## config.mk

```make
export PLATFORM = sky130hd
export DESIGN_NAME = snap_reader
export DESIGN_NICKNAME = d
export VERILOG_FILES = /design/src/rtl/snap_pkg.sv /design/src/rtl/snap_select.sv /design/src/rtl/snap_seq.sv /design/src/rtl/snap_reader.sv
export SDC_FILE = /design/constraint.sdc
export NUM_CORES = 1
export LEC_CHECK = 0
export BUFFER_PORTS_ARGS = -buffer_cell sky130_fd_sc_hd__buf_2
export CAP_MARGIN = 15
export CELL_PAD_IN_SITES_DETAIL_PLACEMENT = 0
export CELL_PAD_IN_SITES_GLOBAL_PLACEMENT = 1
export CORE_ASPECT_RATIO = 1.4
export CORE_MARGIN = 2
export CORE_UTILIZATION = 49
export CTS_CLUSTER_DIAMETER = 200
export DETAILED_ROUTE_END_ITERATION = 6
export GPL_ROUTABILITY_DRIVEN = 0
export PLACE_DENSITY_LB_ADDON = 0.1
export SYNTH_ARGS = -nofsm -noshare
export SYNTH_HDL_FRONTEND = slang
export SYNTH_SLANG_ARGS = --single-unit
```

## constraint.sdc

```tcl
create_clock -name clk -period 6.5 [get_ports clk]
set_input_delay 0.975 -clock clk [delete_from_list [all_inputs] [get_ports clk]]
set_output_delay 0.975 -clock clk [all_outputs]
set_load 0.01 [all_outputs]
```

## src/rtl/snap_pkg.sv

```systemverilog
package snap_pkg;

    typedef enum logic [2:0] {
        ST_IDLE = 3'd0,
        ST_CLR1 = 3'd1,
        ST_LO1  = 3'd2,
        ST_HI1  = 3'd3,
        ST_CLR2 = 3'd4,
        ST_LO2  = 3'd5,
        ST_HI2  = 3'd6
    } seq_state_e;

endpackage

```

## src/rtl/snap_select.sv

```systemverilog
module snap_select #(
    parameter int BYTE_W = 8
) (
    input  logic [BYTE_W-1:0]   lo1_i,
    input  logic [BYTE_W-1:0]   hi1_i,
    input  logic [BYTE_W-1:0]   lo2_i,
    input  logic [BYTE_W-1:0]   hi2_i,
    input  logic                word_i,
    output logic [2*BYTE_W:0]   units_o
);
    localparam int CNT_W = 2 * BYTE_W;

    logic [CNT_W-1:0] pick;
    logic [CNT_W-1:0] plus_one;

    always_comb begin
        // A rollover between the reads makes the second low byte larger.
        if (lo1_i >= lo2_i) begin
            pick = {hi1_i, lo1_i};
        end else begin
            pick = {hi2_i, lo2_i};
        end
        plus_one = pick + {{(CNT_W-1){1'b0}}, 1'b1};
        if (word_i) begin
            units_o = {plus_one, 1'b0};
        end else begin
            units_o = {1'b0, plus_one};
        end
    end

endmodule

```

## src/rtl/snap_seq.sv

```systemverilog
module snap_seq
    import snap_pkg::*;
#(
    parameter int BYTE_W = 8
) (
    input  logic                clk,
    input  logic                rst_n,
    input  logic                start_i,
    input  logic                word_i,
    input  logic [BYTE_W-1:0]   rd_data_i,
    input  logic [2*BYTE_W:0]   units_i,
    output logic [BYTE_W-1:0]   lo1_o,
    output logic [BYTE_W-1:0]   hi1_o,
    output logic [BYTE_W-1:0]   lo2_o,
    output logic                word_o,
    output logic                ff_clr_o,
    output logic                rd_o,
    output logic                done_o,
    output logic [2*BYTE_W:0]   count_o
);
    localparam int CNT_W = 2 * BYTE_W;

    typedef struct packed {
        seq_state_e         st;
        logic [BYTE_W-1:0]  lo1;
        logic [BYTE_W-1:0]  hi1;
        logic [BYTE_W-1:0]  lo2;
        logic               word;
        logic               done;
        logic [CNT_W:0]     cnt;
    } seq_regs_t;

    seq_regs_t r_d, r_q;

    always_comb begin
        r_d      = r_q;
        r_d.done = 1'b0;
        unique case (r_q.st)
            ST_IDLE: begin
                if (start_i) begin
                    r_d.st   = ST_CLR1;
                    r_d.word = word_i;
                end
            end
            ST_CLR1: r_d.st = ST_LO1;
            ST_LO1: begin
                r_d.lo1 = rd_data_i;
                r_d.st  = ST_HI1;
            end
            ST_HI1: begin
                r_d.hi1 = rd_data_i;
                r_d.st  = ST_CLR2;
            end
            ST_CLR2: r_d.st = ST_LO2;
            ST_LO2: begin
                r_d.lo2 = rd_data_i;
                r_d.st  = ST_HI2;
            end
            ST_HI2: begin
                r_d.cnt  = units_i;
                r_d.done = 1'b1;
                r_d.st   = ST_IDLE;
            end
            default: r_d.st = ST_IDLE;
        endcase
    end

    always_ff @(posedge clk or negedge rst_n) begin
        if (!rst_n) begin
            r_q <= '0;
        end else begin
            r_q <= r_d;
        end
    end

    assign ff_clr_o = (r_q.st == ST_CLR1) || (r_q.st == ST_CLR2);
    assign rd_o     = (r_q.st == ST_LO1) || (r_q.st == ST_HI1) ||
                      (r_q.st == ST_LO2) || (r_q.st == ST_HI2);
    assign done_o   = r_q.done;
    assign count_o  = r_q.cnt;
    assign lo1_o    = r_q.lo1;
    assign hi1_o    = r_q.hi1;
    assign lo2_o    = r_q.lo2;
    assign word_o   = r_q.word;

    // a clear is always followed by two reads
    a_r1_clr_then_read: assert property (@(posedge clk) disable iff (!rst_n)
        ff_clr_o |=> (rd_o && !ff_clr_o));
    a_r1_read_pair: assert property (@(posedge clk) disable iff (!rst_n)
        (rd_o && $past(ff_clr_o)) |=> (rd_o && !ff_clr_o));
    // single-cycle done that closes a read, count steady otherwise
    a_r6_done_single: assert property (@(posedge clk) disable iff (!rst_n)
        done_o |=> !done_o);
    a_r6_done_after_read: assert property (@(posedge clk) disable iff (!rst_n)
        done_o |-> $past(rd_o));
    a_r6_count_hold: assert property (@(posedge clk) disable iff (!rst_n)
        !done_o |-> $stable(count_o));
    // a start during a running sequence does not restart it
    a_r7_busy_ignore: assert property (@(posedge clk) disable iff (!rst_n)
        (start_i && r_q.st != ST_IDLE) |=> (r_q.st != ST_CLR1));

endmodule

```

## src/rtl/snap_reader.sv

```systemverilog
module snap_reader #(
    parameter int BYTE_W = 8
) (
    input  logic                clk,
    input  logic                rst_n,
    input  logic                start_i,
    input  logic                word_i,
    input  logic [BYTE_W-1:0]   rd_data_i,
    output logic                ff_clr_o,
    output logic                rd_o,
    output logic                done_o,
    output logic [2*BYTE_W:0]   count_o
);
    logic [BYTE_W-1:0] lo1, hi1, lo2;
    logic              word_lat;
    logic [2*BYTE_W:0] units;

    snap_seq #(.BYTE_W(BYTE_W)) u_seq (
        .clk       (clk),
        .rst_n     (rst_n),
        .start_i   (start_i),
        .word_i    (word_i),
        .rd_data_i (rd_data_i),
        .units_i   (units),
        .lo1_o     (lo1),
        .hi1_o     (hi1),
        .lo2_o     (lo2),
        .word_o    (word_lat),
        .ff_clr_o  (ff_clr_o),
        .rd_o      (rd_o),
        .done_o    (done_o),
        .count_o   (count_o)
    );

    // The final high byte is taken directly from the port in its read cycle.
    snap_select #(.BYTE_W(BYTE_W)) u_select (
        .lo1_i   (lo1),
        .hi1_i   (hi1),
        .lo2_i   (lo2),
        .hi2_i   (rd_data_i),
        .word_i  (word_lat),
        .units_o (units)
    );

endmodule

```

* Word-level counts from Yosys, hierarchy flattened *
Cells that the tools add are included.

cells by class
  $add $sub $neg = 1
  order comparisons = 1
  eq/ne operators = 7
  multiplexer cells = 5
  reductions and logical operators = 6

operator list
  cell                   count
  $mux 18                1
  $pmux 3 s6             1
  $mux 17                1
  $add 16x1->16 const B  1
  $mux 16                1
  $eq 3x3->1 const B     3
  $ge 8x8->1             1
  $eq 3x2->1 const B     2
  $logic_or 1x1->1       4
  $eq 3x1->1 const B     1
  $logic_not 3->1        1
  $mux 3                 1
  $ne 2x2->1 const B     1
  $reduce_and 2->1       1

word-level totals
  bits in registers = 46
  input port bits = 12
  output and inout port bits = 20

* Logic depth before layout (Yosys ltp) *
Gate-level depths: netlist of the first run.

  depth in word-level cells = 5
  gate-level depth with buffers = 18
  gate-level depth less buffers = 14

* By module *
A second synthesis of the first run with hierarchy kept.

unflattened totals
  cells, all modules = 309
  area, all modules = 3211.8 sq um

by module, submodules not included
  module       times used  cells an instance  area an instance (sq um)
  snap_seq     1           149                2082.0
  snap_select  1           160                1129.8

* Worst setup path after synthesis of the first run *
Ideal clock, no wire load.

  kind = register to register
  start point = register u_seq.r_q (netlist bit u_seq.lo2_o[2])
  end point = register u_seq.r_q (netlist bit u_seq.count_o[14])
  setup time = 0.126 ns
  arrival time = 3.190 ns
  path slack = 3.184 ns
  cell stages (with the launch flop) = 18
  path buffers = 4
  period minus slack after synthesis = 3.316 ns
  cell sequence = dfrtp_1 -> buf_2 -> inv_1 -> ha_1 -> or4_1 -> a21oi_1 -> o31ai_1 -> buf_6 -> buf_8 -> o21ai_0 -> ha_1 -> buf_2 -> nand4_1 -> nor4_1 -> xor2_1 -> mux2i_1 -> nor3_1 -> a221o_1

between the ends
  longest elaborated chain between the ends = 4

RTL lines
  item                    RTL line           text
  from (decl)             snap_seq.sv:33     seq_regs_t r_d, r_q;
  from (signal assigned)  snap_seq.sv:72     r_q <= r_d;
  $ge 8x8->1              snap_select.sv:18  if (lo1_i >= lo2_i) begin
  $mux 16 *               snap_select.sv:18
  $add 16x1->16 *         snap_select.sv:23  plus_one = pick + {{(CNT_W-1){1'b0}}, 1'b1};
  $mux 17 *               snap_select.sv:24  if (word_i) begin

Every way passes the cells marked *; elsewhere a longest branch is shown, timed or not.
A chain may end at the register's enable or synchronous reset.

* Worst setup path in the final report of the first run *
Same ends and word-level chain as after synthesis.

==> impl_metrics.py, run 1 <==
metrics = {
    "synth": {
        "synth_fp_nets": 328,
        "synth-xor-area-share_pct": 7.86,
        "synth_cell_type_count": 40,
        "syn_avg_cell_area_um2": 9.44,
        "synth-simple-area-share_pct": 17.6,
        "synth_mux_area_share_pct": 12.3,
        "synth_top_family_by_area": "simple AND/OR/NAND/NOR gates",
        "synth_top_flop_cell": "dfrtp_1",
        "syn_area_um2": 2900,
        "synth_fa_ha_area_share_pct": 3.89,
        "ys_seq_area_share_pct": 39.7,
        "netlist_instances": 307,
        "ys_ff_latch": 46,
        "synth-async-reset-ratio_pct": 100,
        "ys_warn_count": 0,
        "synth_edf_count": 0,
        "synth_compound_area_share_pct": 8.94,
    },
    "sta": {
        "slew_headroom_pct": 30.4,
        "drv_slew": 0,
        "worst_pin_slew_ps": 1040,
        "finalCriticalPeriod_ps": 4100,
        "fin_crit_sh_pct": 63.1,
        "setup_viol": 0,
        "rsz0062_at_grt": "no",
        "finalSetupTns_ps": 0,
        "fin_skew_ps": 6.82,
        "timing.fmax_ghz": 0.244,
        "hold_violations": 0,
    },
    "clock_tree": {
        "cts_buffers": 5,
        "clk_path_buf_depth": 2,
        "cts_tree": "done",
        "post-cts-setup-buffers": 0,
        "path_clk_slew_ps": 80,
        "cts_resized": 0,
        "cts_htree_levels": 2,
        "cts-root-buf": "clkbuf_8",
        "insertion_delay_ps": 290,
        "cts_hold_buffers": 0,
        "clock_sinks": 46,
    },
    "finish": {
        "stdcell_area_um2": 3060,
        "layout.cells.most_common": "dfrtp_1",
        "nNetsFinal": 336,
        "area.growth.synth_to_final_pct": 5.57,
        "utilization_pct": 52.9,
        "drive_gt1_share_pct": 19.1,
        "antenna_cells": 0,
        "final_cell_mix": "46 x dfrtp_1, 40 x nand2_1, 31 x buf_2, 20 x xnor2_1, 18 x mux2_2",
    },
    "power": {
        "power_mw": 1.59,
        "p_leak_nw": 1.37,
        "ir_drop_mv": 0.236,
        "power_density_nw_per_um2": 521,
    },
    "grt": {
        "overflow": 0,
        "groute.usage.overall_pct": 21.5,
        "grt_antenna_before_repair": 0,
        "grt_pass1_wl_mm": 10.4,
        "grt_pass1_vias": 2041,
        "grt_max_degree": 47,
    },
    "floorplan": {
        "initial_core_util_pct": 50.1,
        "io_pins": 32,
        "rows": 33,
        "die_area_um2": 6550,
        "coreArea_um2": 5780,
        "die_h_um": 95.0,
        "die_w_um": 69.0,
    },
    "drt": {
        "viasPerCell": 5.56,
        "drc": 0,
        "avgRoutedWirePerCell_um": 15.8,
        "dr.pass1.iters": 4,
        "drt-initial-drc-count": 142,
        "wirelength_mm": 6.09,
        "ant_nets": 0,
        "vias": 2134,
    },
    "worst_setup_path": {
        "path_buf_inv": 2,
        "crit_fanout": 19,
        "path_cells": "inv_1 > ha_1 > or3_1 > a21oi_1 > o31ai_4 > mux2i_1 > inv_1 > ha_1 > nand4_1 > nor4_1 > xor2_1 > mux2i_1 > nor3_1 > a221o_1",
        "worst-setup-path-type": "flop to flop",
        "critPathCaptureType": "flop",
        "slowest_stage": "o31ai_4",
        "cp_top_family": "compound AO/OA/AOI/OAI gates",
        "slowest_delay_ps": 910,
        "cp.arrival_ps": 4290,
        "start_kind": "flop",
        "required_ps": 6690,
    },
    "placed_design": {
        "portBuffers": 31,
        "dpl-instance-area_um2": 2950,
        "dp_hpwl_mm": 4.80,
    },
    "job": {
        "maxCapViolCount": 0,
    },
    "outcome": {
        "outcome": "finished, final reports clean",
    },
    "min_path": {
        "hold_path.class": "flop to flop",
    },
}
-- worst min-delay path, delay by kind of cell, from the launching register on --
kind | cells | cell delay [ps]
AND/OR/NAND/NOR | 2 | 100
flip-flops | 1 | 340
-- Yosys cell counts (all sizes together) (2+ instances only) --
cell type | n | share of area (%)
nor2b | 2 | 0.43
inv | 18 | 2.3
a21o | 2 | 0.52
nor4 | 7 | 1.5
ha | 9 | 3.9
nand2b | 2 | 0.43
o211ai | 2 | 0.52
nor2 | 10 | 1.3
a22o | 2 | 0.60
a21oi | 7 | 1.2
mux2 | 19 | 7.5
dfrtp | 46 | 40
nand3 | 13 | 2.2
a22oi | 9 | 2.3
a221o | 2 | 0.69
xor2 | 6 | 1.8
nor3 | 8 | 1.4
clkbuf | 5 | 0.65
nand4 | 11 | 2.4
buf | 27 | 6.7
and4 | 2 | 0.60
or3 | 4 | 0.86
nand2 | 40 | 5.2
or4 | 2 | 0.52
o21ai | 9 | 1.6
mux2i | 14 | 4.8
a31oi | 2 | 0.43
xnor2 | 20 | 6.0
-- report_power, final --
| group | total, mW | internal (mW) | leakage (nW) | switching, mW |
|---|---|---|---|---|
| Clock | 0.172 | 0.0821 | 0.0431 | 0.0900 |
| Sequential | 0.592 | 0.426 | 0.558 | 0.166 |
| Combinational | 0.830 | 0.386 | 0.773 | 0.444 |
| Total | 1.59 | 0.895 | 1.37 | 0.700 |
-- path summary, 6_finish.rpt --
kind | endpoint | start | slack (ps) | cells past startpoint
min in group asynchronous | u_seq.done_o | rst_n | 650 | 1
max | u_seq.count_o[14] | u_seq.lo2_o[2] | 2400 | 14
max reg2reg | u_seq.count_o[14] | u_seq.lo2_o[2] | 2400 | 14
min reg2reg | u_seq.count_o[6] | u_seq.count_o[6] | 470 | 2
max in group asynchronous | u_seq.lo1_o[4] | rst_n | 5340 | 2
min | u_seq.count_o[6] | u_seq.count_o[6] | 470 | 2
-- layer usage --
layer | part of all wire (%) | vias to the layer above | wire [µm] | GRT usage (%)
met5 | 0 | - | 0 | 0
met4 | 0.99 | 0 | 60 | 4.90
met3 | 3.8 | 5 | 229 | 3.69
met2 | 51 | 49 | 3090 | 36.8
met1 | 45 | 1005 | 2710 | 28.0
li1 | - | 1075 | - | -
-- through the flow --
stage | worst slack, ps | hold WS (ps) | std cells
2_1_floorplan | 3180 | 440 | 307
3_3_place_gp | 2420 | 445 | 377
3_5_place_dp | 2360 | 452 | 377
4_1_cts | 2340 | 470 | 383
5_1_grt | 1860 | 495 | 384
6_report | 2400 | 465 | 384
-- kinds of logic (layout without fill, tap and decap cells) --
group                    count (synthesis)  in the layout
XOR/XNOR                                26             26
adder cells (fa/ha/maj)                  9              9
AO/OA/AOI/OAI                           39             39
AND/OR/NAND/NOR                        104            104
multiplexers                            33             33
buffers and inverters                   50             57
flip-flops                              46             46
-- state kept, by name (all words and copies together) (netlist names) --
name / cells
u_seq.count_o: 17
u_seq.hi1_o: 8
u_seq.lo1_o: 8
u_seq.lo2_o: 8
u_seq.r_q: 3
u_seq.done_o: 1
u_seq.word_o: 1
-- final cells by class --
class | instances | area, µm²
Fill cell | 577 | 2720
Sequential cell | 46 | 1150
Multi-Input combinational cell | 211 | 1480
Timing Repair Buffer | 33 | 190
Inverter | 18 | 67.6
Clock buffer | 6 | 82.6
Tap cell | 70 | 87.6
(Power assumes the default switching activity.)
==> run 2: changes to the inputs <==
--- a/config.mk
+++ b/config.mk
@@ -5,13 +5,14 @@
 export SDC_FILE = /design/constraint.sdc
 export NUM_CORES = 1
 export LEC_CHECK = 0
+export ABC_AREA = 1
 export BUFFER_PORTS_ARGS = -buffer_cell sky130_fd_sc_hd__buf_2
 export CAP_MARGIN = 15
 export CELL_PAD_IN_SITES_DETAIL_PLACEMENT = 0
 export CELL_PAD_IN_SITES_GLOBAL_PLACEMENT = 1
 export CORE_ASPECT_RATIO = 1.4
 export CORE_MARGIN = 2
-export CORE_UTILIZATION = 49
+export CORE_UTILIZATION = 43
 export CTS_CLUSTER_DIAMETER = 200
 export DETAILED_ROUTE_END_ITERATION = 6
 export GPL_ROUTABILITY_DRIVEN = 0
==> constraint.sdc (replaced) <==
create_clock -name clk -period 4.3 [get_ports clk]
set_input_delay 0.645 -clock clk [delete_from_list [all_inputs] [get_ports clk]]
set_output_delay 0.645 -clock clk [all_outputs]
set_load 0.01 [all_outputs]
==> run 2 against run 1 <==
Effect of this change:
- hold slack worse by 170 ps
- clock skew is 1.6 ps lower
- clock-buffer cell count is 1 higher
- synthesized cell count up 33%
- sequential share of layout area is 1.8 points lower
- core utilization is 6.2 points lower
- register-to-register slack got worse by 940 ps
- final area rose by 5.2%
- final cell count is 33% higher
- total power grew 77%
- critical endpoint is now u_seq.count_o[13]
==> impl_metrics.py, run 2 <==
metrics = {
    "synth": {
        "ys_top_cells_by_count": "125 x nand2_1, 46 x dfrtp_1, 44 x inv_1",
        "synth_edf_count": 0,
        "synth_fp_nets": 428,
        "netlist_instances": 407,
        "synth_area_leaders": "dfrtp_1 38%, nand2_1 16%, inv_1 5.5%",
        "ys_warn_count": 0,
        "synth_top_flop_cell": "dfrtp_1",
        "syn_area_um2": 3030,
        "ys_seq_area_share_pct": 38.0,
        "synth_cell_type_count": 32,
        "ys_ff_latch": 46,
        "synth_area_leader_cell": "dfrtp_1",
        "synth-async-reset-ratio_pct": 100,
        "syn_avg_cell_area_um2": 7.44,
        "yosysMostFrequentCell": "nand2_1",
        "synth_top_area_share_pct": 38.0,
    },
    "worst_setup_path": {
        "start_kind": "flop",
        "worst-setup-path-type": "flop to flop",
        "crit_fanout": 24,
        "cp.arrival_ps": 3030,
        "required_ps": 4490,
        "path_cells": "ha_1 > a21o_1 > nor2_4 > nand3_4 > nand2_1 > nand2_2 > ha_1 > nand3_4 > inv_2 > nand3_1 > nand2_1 > nand3_1 > nand3_1",
        "cpMostUsedCell": "nand3_1",
        "slowest_delay_ps": 450,
        "slowest_stage": "nor2_4",
        "critPathCaptureType": "flop",
    },
    "power": {
        "ir_drop_mv": 0.397,
        "p_leak_nw": 1.65,
        "power_density_nw_per_um2": 876,
        "power_mw": 2.82,
    },
    "clock_tree": {
        "cts_buffers": 5,
        "cts_tree": "done",
        "clock_sinks": 46,
        "cts_hold_buffers": 0,
        "cts-root-buf": "clkbuf_8",
        "insertion_delay_ps": 300,
        "path_clk_slew_ps": 90,
        "cts_resized": 0,
        "clk_path_buf_depth": 2,
        "cts_htree_levels": 2,
        "post-cts-setup-buffers": 0,
    },
    "drt": {
        "ant_nets": 0,
        "wirelength_mm": 6.60,
        "vias": 2480,
        "dr.pass1.iters": 4,
        "avgRoutedWirePerCell_um": 12.9,
        "viasPerCell": 4.84,
        "drc": 0,
        "drt-initial-drc-count": 67,
    },
    "floorplan": {
        "die_h_um": 103,
        "rows": 36,
        "die_area_um2": 7740,
        "io_pins": 32,
        "coreArea_um2": 6890,
        "initial_core_util_pct": 43.9,
        "die_w_um": 74.9,
    },
    "finish": {
        "drive_gt1_share_pct": 17.5,
        "stdcell_count": 512,
        "antenna_cells": 0,
        "final_cell_mix": "125 x nand2_1, 46 x dfrtp_1, 44 x inv_1, 33 x nand3_1",
        "layout.cells.most_common": "nand2_1",
        "nNetsFinal": 437,
        "utilization_pct": 46.7,
        "largest_reg_flops": 17,
        "area.growth.synth_to_final_pct": 6.28,
    },
    "sta": {
        "fin_skew_ps": 5.22,
        "setup_viol": 0,
        "fin_crit_sh_pct": 66.0,
        "hold_violations": 0,
        "finalSetupTns_ps": 0,
        "timing.fmax_ghz": 0.352,
        "finalCriticalPeriod_ps": 2840,
        "drv_slew": 0,
        "worst_pin_slew_ps": 610,
        "slew_headroom_pct": 59.2,
        "rsz0062_at_grt": "no",
        "fin_hold_ws_ps": 294,
    },
    "grt": {
        "groute.usage.overall_pct": 19.0,
        "overflow": 0,
        "grt_pass1_vias": 2331,
        "grt_max_degree": 47,
        "grt_antenna_before_repair": 0,
        "grt_pass1_wl_mm": 11.3,
    },
    "min_path": {
        "hold_path.class": "input pin to asynchronous set/reset pin",
    },
    "job": {
        "maxCapViolCount": 0,
    },
    "outcome": {
        "outcome": "finished, final reports clean",
    },
    "placed_design": {
        "dp_hpwl_mm": 5.14,
        "portBuffers": 31,
        "place_inst": 503,
    },
}
[run 2: cell type report]
type,count,area (µm²)
clock buffer,7,86.3
clock inverter,1,5.00
fill,761,3670
inverter,46,173
multi-input combinational,283,1490
sequential,46,1150
tap,95,119
timing repair buffer,34,190
[run 2: worst max-delay path: cells and delay by family (launching register included)]
| family | cells | cell delay [ps] |
|---|---|---|
| AO/OA/AOI/OAI | 1 | 190 |
| adder cells (fa/ha/maj) | 2 | 590 |
| buffers and inverters | 1 | 70 |
| flip-flops | 1 | 400 |
| AND/OR/NAND/NOR | 9 | 1470 |
[run 2: power by group]
group	total [mW]	internal [mW]	switching [mW]
Clock	0.273	0.130	0.143
Combinational	1.75	0.591	1.16
Sequential	0.792	0.640	0.152
Total	2.82	1.36	1.46
[run 2: logic make-up after synthesis]
kind of cell	count (synthesis)	synth area share [%]
XOR/XNOR	6	1.74
adder cells (fa/ha/maj)	9	3.72
buffers and inverters	78	12.6
flip-flops	46	38.0
AO/OA/AOI/OAI	41	7.73
AND/OR/NAND/NOR	227	36.1
[run 2: final timing paths]
path / startpoint / end / slack [ps] / cells past startpoint
worst max-delay path: u_seq.lo1_o[7] / u_seq.count_o[13] / 1460 / 13
worst min-delay path: rst_n / u_seq.count_o[5] / 290 / 1
worst max register to register: u_seq.lo1_o[7] / u_seq.count_o[13] / 1460 / 13
worst min register to register: u_seq.count_o[16] / u_seq.count_o[16] / 490 / 2
max in group asynchronous: rst_n / u_seq.r_q[43] / 3500 / 2
min in group clk: u_seq.count_o[16] / u_seq.count_o[16] / 490 / 2
[run 2: layer usage]
| metal | up-vias | wire [µm] | track usage [%] |
|---|---|---|---|
| met5 | - | 0 | 0 |
| met1 | 1124 | 3040 | 24.5 |
| met4 | 0 | 118 | 6.04 |
| met3 | 8 | 134 | 2.52 |
| li1 | 1315 | - | - |
| met2 | 33 | 3310 | 32.4 |
[run 2: metrics by stage]
step / worst slack (ps) / area [µm²]
2_1_floorplan: 2060 / 3030
3_3_place_gp: 1530 / 3110
3_5_place_dp: 1450 / 3110
4_1_cts: 1430 / 3200
5_1_grt: 1140 / 3220
6_report: 1460 / 3220
==> run 3: changes to the inputs <==
--- a/config.mk
+++ b/config.mk
@@ -5,14 +5,14 @@
 export SDC_FILE = /design/constraint.sdc
 export NUM_CORES = 1
 export LEC_CHECK = 0
-export ABC_AREA = 1
+export ABC_AREA = 0
 export BUFFER_PORTS_ARGS = -buffer_cell sky130_fd_sc_hd__buf_2
 export CAP_MARGIN = 15
 export CELL_PAD_IN_SITES_DETAIL_PLACEMENT = 0
 export CELL_PAD_IN_SITES_GLOBAL_PLACEMENT = 1
 export CORE_ASPECT_RATIO = 1.4
 export CORE_MARGIN = 2
-export CORE_UTILIZATION = 43
+export CORE_UTILIZATION = 41
 export CTS_CLUSTER_DIAMETER = 200
 export DETAILED_ROUTE_END_ITERATION = 6
 export GPL_ROUTABILITY_DRIVEN = 0
==> constraint.sdc (replaced) <==
create_clock -name clk -period 2.3 [get_ports clk]
set_input_delay 0.345 -clock clk [delete_from_list [all_inputs] [get_ports clk]]
set_output_delay 0.345 -clock clk [all_outputs]
set_load 0.01 [all_outputs]
==> run 3 against run 2 <==
Effect of this change:
- the run now ends with setup timing left
- combinational power is 100% higher
- fmax is 6.2% lower
- setup slack worse by 2200 ps
- sequential power is 92% higher
- clock power is 120% higher
- core utilization is 6.2 points higher
- critical path depth is 1 higher
- critical path type unchanged
==> impl_metrics.py, run 3 (synthesis results as in run 1) <==
metrics = {
    "outcome": {
        "outcome": "complete, but fails checks",
        "violations": "setup timing",
    },
    "power": {
        "ir_drop_mv": 0.773,
        "power_density_nw_per_um2": 1560,
        "p_leak_nw": 1.65,
    },
    "grt": {
        "grt_antenna_before_repair": 0,
        "grt_pass1_wl_mm": 11.0,
        "grt_pass1_vias": 2145,
        "grt_max_degree": 30,
        "groute.usage.overall_pct": 19.0,
        "overflow": 0,
    },
    "clock_tree": {
        "path_clk_slew_ps": 90,
        "clock_sinks": 46,
        "cts_tree": "done",
        "clk_path_buf_depth": 2,
        "cts_htree_levels": 2,
        "cts_buffers": 5,
        "cts-root-buf": "clkbuf_8",
        "insertion_delay_ps": 310,
    },
    "worst_setup_path": {
        "start_kind": "flop",
        "critPathCaptureType": "flop",
        "cp.arrival_ps": 3210,
        "required_ps": 2490,
        "crit_fanout": 4,
        "worst-setup-path-type": "flop to flop",
    },
    "floorplan": {
        "die_w_um": 75.1,
        "rows": 36,
        "io_pins": 32,
        "initial_core_util_pct": 42.0,
        "die_area_um2": 7770,
        "coreArea_um2": 6890,
        "die_h_um": 103,
    },
    "drt": {
        "wirelength_mm": 6.77,
        "drt-initial-drc-count": 65,
        "viasPerCell": 4.96,
        "avgRoutedWirePerCell_um": 14.9,
        "ant_nets": 0,
        "vias": 2252,
        "drc": 0,
        "dr.pass1.iters": 4,
    },
    "placed_design": {
        "place_inst": 435,
        "dp_hpwl_mm": 5.23,
        "dpl-instance-area_um2": 3280,
        "portBuffers": 31,
    },
    "sta": {
        "setup_viol": 14,
        "slew_headroom_pct": 64.9,
        "fin_crit_sh_pct": 132,
        "rsz0062_at_grt": "yes",
        "worst_pin_slew_ps": 524,
        "worst_slack_ps": -725,
        "finalCriticalPeriod_ps": 3030,
        "fin_skew_ps": 13.7,
        "timing.fmax_ghz": 0.331,
        "hold_violations": 0,
        "drv_slew": 0,
    },
    "finish": {
        "nFillCells": 656,
        "largest_reg_flops": 17,
        "drive_gt1_share_pct": 36.8,
        "nNetsFinal": 379,
        "layout.cells.most_common": "dfrtp_1",
        "stdcell_count": 454,
        "final_cell_mix": "46 x dfrtp_1, 39 x nand2_1, 39 x buf_4, 31 x buf_2",
        "utilization_pct": 52.9,
        "antenna_cells": 0,
        "area.growth.synth_to_final_pct": 25.7,
        "stdcell_area_um2": 3640,
    },
    "min_path": {
        "hold_path.class": "input pin to flop",
    },
    "job": {
        "maxCapViolCount": 0,
    },
}
-- run 3: worst paths after layout --
kind / start / end / slack (ps) / cells past startpoint
max: u_seq.lo1_o[4] / u_seq.count_o[14] / -730 / 14
min: word_i / u_seq.word_o / 250 / 3
max reg2reg: u_seq.lo1_o[4] / u_seq.count_o[14] / -730 / 14
min reg2reg: u_seq.count_o[5] / u_seq.count_o[5] / 460 / 2
max in group asynchronous: rst_n / u_seq.lo1_o[5] / 1100 / 3
min in group asynchronous: rst_n / u_seq.count_o[9] / 490 / 2
-- run 3: layout make-up --
class	instances	area (µm²)	area share, %
clock buffer	6	72.6	1.99
clock inverter	2	37.5	1.03
inverter	18	70.1	1.92
multi-input combinational	211	1680	46.1
sequential	46	1150	31.6
tap	95	119	3.26
timing repair buffer	76	514	14.1
-- run 3: worst max-delay path, cell delays in order, from the launching register on --
cell and delay (ps):
dfrtp_1 400, ha_2 220, or4_4 500, a21oi_4 150, o31ai_4 110, mux2i_2 170
inv_1 100, ha_4 150, nand4_1 110, buf_4 180, nor4_4 140, xor2_1 90
mux2i_1 260, nor3_1 80, a221o_1 260
-- run 3: power by group --
group          internal, mW  leakage (nW)  switching, mW
Clock                 0.324        0.0514          0.279
Combinational          1.80          1.04           1.75
Sequential             1.20         0.558          0.317
-- run 3: what timing repair did --
item / 4_1_cts / 5_1_grt
setup endpoints to repair: 15 / 16
setup buffers: 6 / 4
endpoints found under the hold margin: 17 / 0
hold buffers: 1 / 0
resized for setup: 22 / 13
pin swaps: 23 / 14
-- run 3: layer usage --
metal	GRT usage [%]	wire length, µm	up-vias
met5	0	0	-
met4	6.18	90	0
met1	23.9	3070	1044
met2	33.1	3420	31
met3	2.62	185	9
li1	-	-	1168
-- run 3: through the flow --
| step | power, mW | setup WS, ps | hold slack [ps] | TNS (ps) |
|---|---|---|---|---|
| 2_1_floorplan | 3.73 | -937 | 49.4 | -8310 |
| 3_3_place_gp | 4.52 | -797 | 287 | -7920 |
| 6_report | 5.67 | -725 | 254 | -7900 |
| 3_5_place_dp | 4.56 | -913 | 288 | -9370 |
| 4_1_cts | 5.51 | -747 | 252 | -7680 |
| 5_1_grt | 6.14 | -885 | 292 | -10450 |
